<file path="src/rtl/spi_regmaster_pkg.sv">
package spi_regmaster_pkg;
  localparam int LEN_W      = 2;
  localparam int WORD_BYTES = 2 ** LEN_W;
  localparam int WORD_W     = 8 * WORD_BYTES;
  localparam int NUM_SS     = 4;
  localparam int OFS_CTRL   = 0;
  localparam int OFS_STAT   = 1;
  localparam int OFS_DATA0  = 2;

  // Control byte, MSB first: idle level, sample edge, length, manual, select
  typedef struct packed {
    logic             cpol;
    logic             cpha;
    logic [LEN_W-1:0] lenCode;
    logic             manual;
    logic [2:0]       ssCode;
  } spiCtrl_t;

  // Strobes from the sequencer to the datapath
  typedef struct packed {
    logic shiftTx;
    logic sampleRx;
    logic finish;
  } spiStrobe_t;
endpackage

</file>
<file path="src/rtl/spi_regmaster_dp.sv">
module spi_regmaster_dp
  import spi_regmaster_pkg::*;
(
  input  logic       clk,
  input  logic       rst_n,
  input  logic [2:0] regAddr,
  input  logic       regWrEn,
  input  logic [7:0] regWrData,
  input  logic       busy,
  input  spiStrobe_t strobe,
  input  logic       miso,
  output logic [7:0] regRdData,
  output spiCtrl_t   ctrl,
  output logic       startReq,
  output logic       mosi
);
  localparam logic [2:0] CTRL_A = 3'(OFS_CTRL);
  localparam logic [2:0] STAT_A = 3'(OFS_STAT);
  localparam logic [2:0] LAST_A = 3'(OFS_DATA0 + WORD_BYTES - 1);

  logic [WORD_W-1:0] dataQ, dataNext, txQ, rxQ, topMask, rxAligned;
  logic [6:0]        frameBits;
  logic              wrOk;

  assign wrOk      = regWrEn && !busy;
  assign startReq  = wrOk && (regAddr == LAST_A);
  assign frameBits = 7'({ctrl.lenCode, 3'b000}) + 7'd8;
  assign topMask   = ~({WORD_W{1'b1}} >> frameBits);
  assign rxAligned = rxQ << (7'(WORD_W) - frameBits);
  assign mosi      = txQ[WORD_W-1];

  always_comb begin
    dataNext = dataQ;
    for (int b = 0; b < WORD_BYTES; b++) begin
      if (wrOk && regAddr == 3'(OFS_DATA0 + b)) dataNext[b*8 +: 8] = regWrData;
    end
    if (strobe.finish) dataNext = (dataQ & ~topMask) | (rxAligned & topMask);
  end

  always_ff @(posedge clk or negedge rst_n) begin
    if (!rst_n) begin
      dataQ <= '0;
      txQ   <= '0;
      rxQ   <= '0;
      ctrl  <= '0;
    end else begin
      dataQ <= dataNext;
      if (wrOk && regAddr == CTRL_A) ctrl <= spiCtrl_t'(regWrData);
      if (startReq) txQ <= {regWrData, dataQ[WORD_W-9:0]};
      else if (strobe.shiftTx) txQ <= txQ << 1;
      if (strobe.sampleRx) rxQ <= {rxQ[WORD_W-2:0], miso};
    end
  end

  always_comb begin
    regRdData = '0;
    if (regAddr == CTRL_A) regRdData = ctrl;
    if (regAddr == STAT_A) regRdData = {7'b0, busy};
    for (int b = 0; b < WORD_BYTES; b++) begin
      if (regAddr == 3'(OFS_DATA0 + b)) regRdData = dataQ[b*8 +: 8];
    end
  end
endmodule

</file>
<file path="src/rtl/spi_regmaster_ctrl.sv">
module spi_regmaster_ctrl
  import spi_regmaster_pkg::*;
#(
  parameter int HALF_DIV = 2
) (
  input  logic              clk,
  input  logic              rst_n,
  input  spiCtrl_t          ctrl,
  input  logic              startReq,
  output spiStrobe_t        strobe,
  output logic              busy,
  output logic              sclk,
  output logic [NUM_SS-1:0] ssN
);
  localparam int         CNT_W  = $clog2(HALF_DIV + 1);
  localparam logic [2:0] SS_MAX = 3'(NUM_SS);

  typedef enum logic [1:0] {ST_IDLE, ST_LEAD, ST_XFER, ST_TRAIL} state_t;

  state_t     state;
  logic [CNT_W-1:0] divCnt;
  logic [7:0] edgeCnt, edgeLast;
  logic [6:0] frameBits;
  logic       sclkQ, sampledAny, nullQ, tick, sampleEdge, codeValid, inFrame;

  assign codeValid  = (ctrl.ssCode != 3'd0) && (ctrl.ssCode <= SS_MAX);
  assign frameBits  = 7'({ctrl.lenCode, 3'b000}) + 7'd8;
  assign edgeLast   = {frameBits, 1'b0} - 8'd1;
  assign tick       = (divCnt == CNT_W'(HALF_DIV - 1));
  assign sampleEdge = (!sclkQ) ^ ctrl.cpha;  // next level high xor phase
  assign inFrame    = (state != ST_IDLE);

  assign strobe.sampleRx = (state == ST_XFER) && tick && sampleEdge;
  assign strobe.shiftTx  = (state == ST_XFER) && tick && !sampleEdge && sampledAny;
  assign strobe.finish   = (state == ST_TRAIL) && tick;

  assign busy = inFrame || nullQ;
  assign sclk = inFrame ? sclkQ : ctrl.cpol;

  for (genvar i = 0; i < NUM_SS; i++) begin : g_sel
    logic hit;
    assign hit    = (ctrl.ssCode == 3'(i + 1));
    assign ssN[i] = ctrl.manual ? !hit : !(hit && inFrame);
  end

  always_ff @(posedge clk or negedge rst_n) begin
    if (!rst_n) begin
      state      <= ST_IDLE;
      divCnt     <= '0;
      edgeCnt    <= '0;
      sclkQ      <= 1'b0;
      sampledAny <= 1'b0;
      nullQ      <= 1'b0;
    end else begin
      nullQ <= startReq && !codeValid;
      if (state != ST_IDLE) divCnt <= tick ? '0 : divCnt + 1'b1;
      case (state)
        ST_IDLE: begin
          divCnt <= '0;
          if (startReq && codeValid) begin
            state      <= ST_LEAD;
            edgeCnt    <= '0;
            sclkQ      <= ctrl.cpol;
            sampledAny <= 1'b0;
          end
        end
        ST_LEAD:  if (tick) state <= ST_XFER;
        ST_XFER: begin
          if (tick) begin
            sclkQ   <= ~sclkQ;
            edgeCnt <= edgeCnt + 8'd1;
            if (sampleEdge) sampledAny <= 1'b1;
            if (edgeCnt == edgeLast) state <= ST_TRAIL;
          end
        end
        ST_TRAIL: if (tick) state <= ST_IDLE;
        default:  state <= ST_IDLE;
      endcase
    end
  end
endmodule

</file>
<file path="src/rtl/spi_regmaster.sv">
module spi_regmaster
  import spi_regmaster_pkg::*;
#(
  parameter int HALF_DIV = 2
) (
  input  logic       clk,
  input  logic       rst_n,
  input  logic [2:0] regAddr,
  input  logic       regWrEn,
  input  logic [7:0] regWrData,
  output logic [7:0] regRdData,
  output logic       sclk,
  output logic       mosi,
  input  logic       miso,
  output logic [3:0] ssN
);
  spiCtrl_t   ctrl;
  spiStrobe_t strobe;
  logic       busyQ, startReq;
  logic [7:0] ctrlQ;

  assign ctrlQ = ctrl;

  spi_regmaster_dp u_dp (
    .clk(clk), .rst_n(rst_n), .regAddr(regAddr), .regWrEn(regWrEn),
    .regWrData(regWrData), .busy(busyQ), .strobe(strobe), .miso(miso),
    .regRdData(regRdData), .ctrl(ctrl), .startReq(startReq), .mosi(mosi)
  );

  spi_regmaster_ctrl #(.HALF_DIV(HALF_DIV)) u_ctrl (
    .clk(clk), .rst_n(rst_n), .ctrl(ctrl), .startReq(startReq),
    .strobe(strobe), .busy(busyQ), .sclk(sclk), .ssN(ssN)
  );
endmodule

</file>
<file path="config.mk">
export PLATFORM = sky130hd
export DESIGN_NAME = spi_regmaster
export DESIGN_NICKNAME = d
export VERILOG_FILES = /design/src/rtl/spi_regmaster_pkg.sv /design/src/rtl/spi_regmaster_dp.sv /design/src/rtl/spi_regmaster_ctrl.sv /design/src/rtl/spi_regmaster.sv
export SDC_FILE = /design/constraint.sdc
export NUM_CORES = 1
export LEC_CHECK = 0
export BUFFER_PORTS_ARGS = -buffer_cell sky130_fd_sc_hd__buf_2
export CAP_MARGIN = 40
export CORE_UTILIZATION = 60
export CTS_BUF_LIST = sky130_fd_sc_hd__clkbuf_2 sky130_fd_sc_hd__clkbuf_4 sky130_fd_sc_hd__clkbuf_8
export DETAILED_ROUTE_END_ITERATION = 7
export PLACE_DENSITY_LB_ADDON = 0.15
export SYNTH_ARGS = -nofsm -noshare
export SYNTH_HDL_FRONTEND = slang
export SYNTH_SLANG_ARGS = --single-unit
</file>
<file path="constraint.sdc">
create_clock -name clk -period 6.2 [get_ports clk]
set_input_delay 0.31 -clock clk [delete_from_list [all_inputs] [get_ports clk]]
set_output_delay 0.31 -clock clk [all_outputs]
set_load 0.02 [all_outputs]
</file>
==> reports/metrics.yaml <==
hp-class: "in -> reg"
synth_area_um2: 6210
crit_type: "reg -> reg"
worstPathCellList: "buf_4, clkinv_1, ha_1, buf_16, xor2_1, or3_1, a2111oi_2, o21ai_2, mux2_4"
worst_pin_slew_ns: 0.862
antenna_found_initial: 0
final_nets: 671
post-route-period-util_pct: 52.3
clock-sinks: 119
grt_overflow: 0
grt_pass1_vias: 4618
finClkSkew_ns: 0.00900
grt_first_pass_wirelength_um: 24400
ir_worst_vdd_mv: 0.180
hold_viol: 0
first_pass_iters: 5
dp_slack_ns: 2.96
critPathCaptureType: "register"
gp_congestion: 0.924
setup_violations: 0
drv_cap: 0
htreeDepth: 4
drcViolationCount: 0
fin_tns_setup_ns: 0
leakagePower_uw: 0.00300
syn_area_per_cell_um2: 9.93
clock_latency_ns: 0.44
final_cell_mix: "dfrtp_1, nand2_1, nor2_1"
yosysTopAreaCell: "dfrtp_1"
slew_headroom_pct: 42.3
core_area_um2: 9910
fin_ws_ns: 2.96
num_io_pins: 29
worstPathRequired_ns: 6.53
ys_seq_elements: 119
area_growth_pct: 10.4
numCtsBuffers: 17
worstPathMaxFanout: 26
powerDensity_nw_per_um2: 223
ctsResizeCount: 0
yosys_warnings: 0
critPathArrivalTime_ns: 3.57
rows: 36
drt-total-wl_um: 14800
via_per_inst: 6.09
io_buffers: 28
total_power_uw: 1530
fmax_mhz: 308
dieArea_um2: 10800
min_from: "miso"
syn_nets: 650
ant_nets: 0
yosys-top-cells-area: "dfrtp_1, mux2_2, nand2_1"
die_height_um: 104
start_util_pct: 62.7
finish.utilization_pct: 69.1
clk_pin_slew_ns: 0.07
clockBufferDepth: 2
rsz0062_at_grt: "no"
hold_buffers: 1
grtUsageTotal_pct: 29.6
start_kind: "register"
post-cts-setup-buffer-count: 0
cp-startpoint: "u_dp.ctrl[4]"
r2r_start: "u_dp.ctrl[4]"
drive_above_1_share_pct: 21.0
slew_viol_final: 0
dp_hpwl_um: 10300
grt_max_degree: 74
ys_seq_area_share_pct: 48.0
die_x_um: 104
synth_cells: 625
ys_types: 42
via_count: 4803
fillCellCount: 798
diodes: 0
async_flop_share_pct: 100
synth_edf_count: 0
first_iter_violations: 337
routedWlPerCell_um: 18.7
synthFlopType: "dfrtp_1"
mostFrequentLayoutCell: "dfrtp_1"
cts-root-buf: "clkbuf_8"
max_stage_delay_ns: 0.50
synth_top_area_share_pct: 48.0
crit_path_top_delay_cell: "ha_1"
cts_tree: "yes"
min_period_ns: 3.24
status: "finished, final reports clean"
Yosys cell counts, types with 2 or more instances:
cell type and number:
mux4_2 9, inv_1 9, or3_1 2, clkbuf_1 25, nand3_1 15, nand3b_1 4, mux2i_1 24, a21oi_1 15
and2_1 2, nor2_1 63, a22oi_1 7, xnor2_1 5, mux2_2 57, dfrtp_1 119, xor2_1 5, ha_1 10
o22ai_1 8, nand2_1 106, nand2b_1 5, buf_2 11, nor3_1 5, a31oi_1 34, o21ai_0 45, a21boi_0 16
nor4_1 4, nand4_1 4
final cells by class:
type	instances	area, µm²	share of cell area (%)
clock buffer	26	339	4.95
clock inverter	3	40.0	0.584
inverter	10	37.5	0.548
multi-input combinational	459	3040	44.4
sequential	119	2980	43.5
tap	133	166	2.43
timing repair buffer	39	251	3.67
state kept, by name, summed over array words and instances, names as in the netlist:
name / flops
u_ctrl.divCnt: 2
u_ctrl.edgeCnt: 8
u_ctrl.nullQ: 1
u_ctrl.sampledAny: 1
u_ctrl.sclkQ: 1
u_ctrl.state: 2
u_dp.ctrl: 8
u_dp.dataQ: 32
u_dp.rxQ: 32
u_dp.txQ: 32
logic make-up after synthesis:
family                     Yosys count  synth area share, %
and+or+nand+nor                    214                 14.5
AOI/OAI and AO/OA                  134                 13.2
DFF                                119                 48.0
muxes                               91                 17.7
buffers and inverters               47                 3.18
xor gates and xnor gates            10                 1.41
adders and majority gates           10                 2.02
routing by layer:
metal	up-vias	part of all wire, %	GRT usage, %
met1	2374	46	42.2
met2	144	46	43.4
met3	27	5.8	6.86
met5	-	0	0
li1	2258	-	-
met4	0	2.7	12.8
critical path, delay by kind of cell (launching register included):
| family | cells | cell delay [ns] |
|---|---|---|
| xor gates and xnor gates | 1 | 0.15 |
| DFF | 1 | 0.33 |
| buffers and inverters | 3 | 0.97 |
| adders and majority gates | 1 | 0.50 |
| muxes | 1 | 0.32 |
| and+or+nand+nor | 1 | 0.33 |
| AOI/OAI and AO/OA | 2 | 0.52 |
worst paths after layout:
kind	slack, ns	to	cells after the start
worst max-delay path	2.96	u_ctrl.state[1]	9
worst min-delay path	0.11	u_dp.rxQ[0]	2
worst max register to register	2.96	u_ctrl.state[1]	9
worst min register to register	0.48	u_ctrl.divCnt[0]	1
max in group asynchronous	4.47	u_dp.rxQ[13]	3
min in group asynchronous	0.43	u_dp.txQ[25]	2
per-stage QoR:
| step | hold WS (ns) | instances | cell area (µm²) |
|---|---|---|---|
| floorplan | 0.0144 | 625 | 6210 |
| global placement | 0.357 | 754 | 6400 |
| detailed placement | 0.370 | 759 | 6460 |
| CTS | 0.0835 | 789 | 6850 |
| global route | 0.0948 | 789 | 6850 |
| finish | 0.109 | 789 | 6850 |
where the power goes:
| part | total, µW | internal, µW | switching [µW] | leakage [µW] |
|---|---|---|---|---|
| Combinational | 68.8 | 23.9 | 44.9 | 0.00138 |
| Clock | 675 | 387 | 289 | 0.000201 |
| Sequential | 787 | 780 | 6.56 | 0.00142 |
Note: power is estimated with default switching activity, not from simulation.
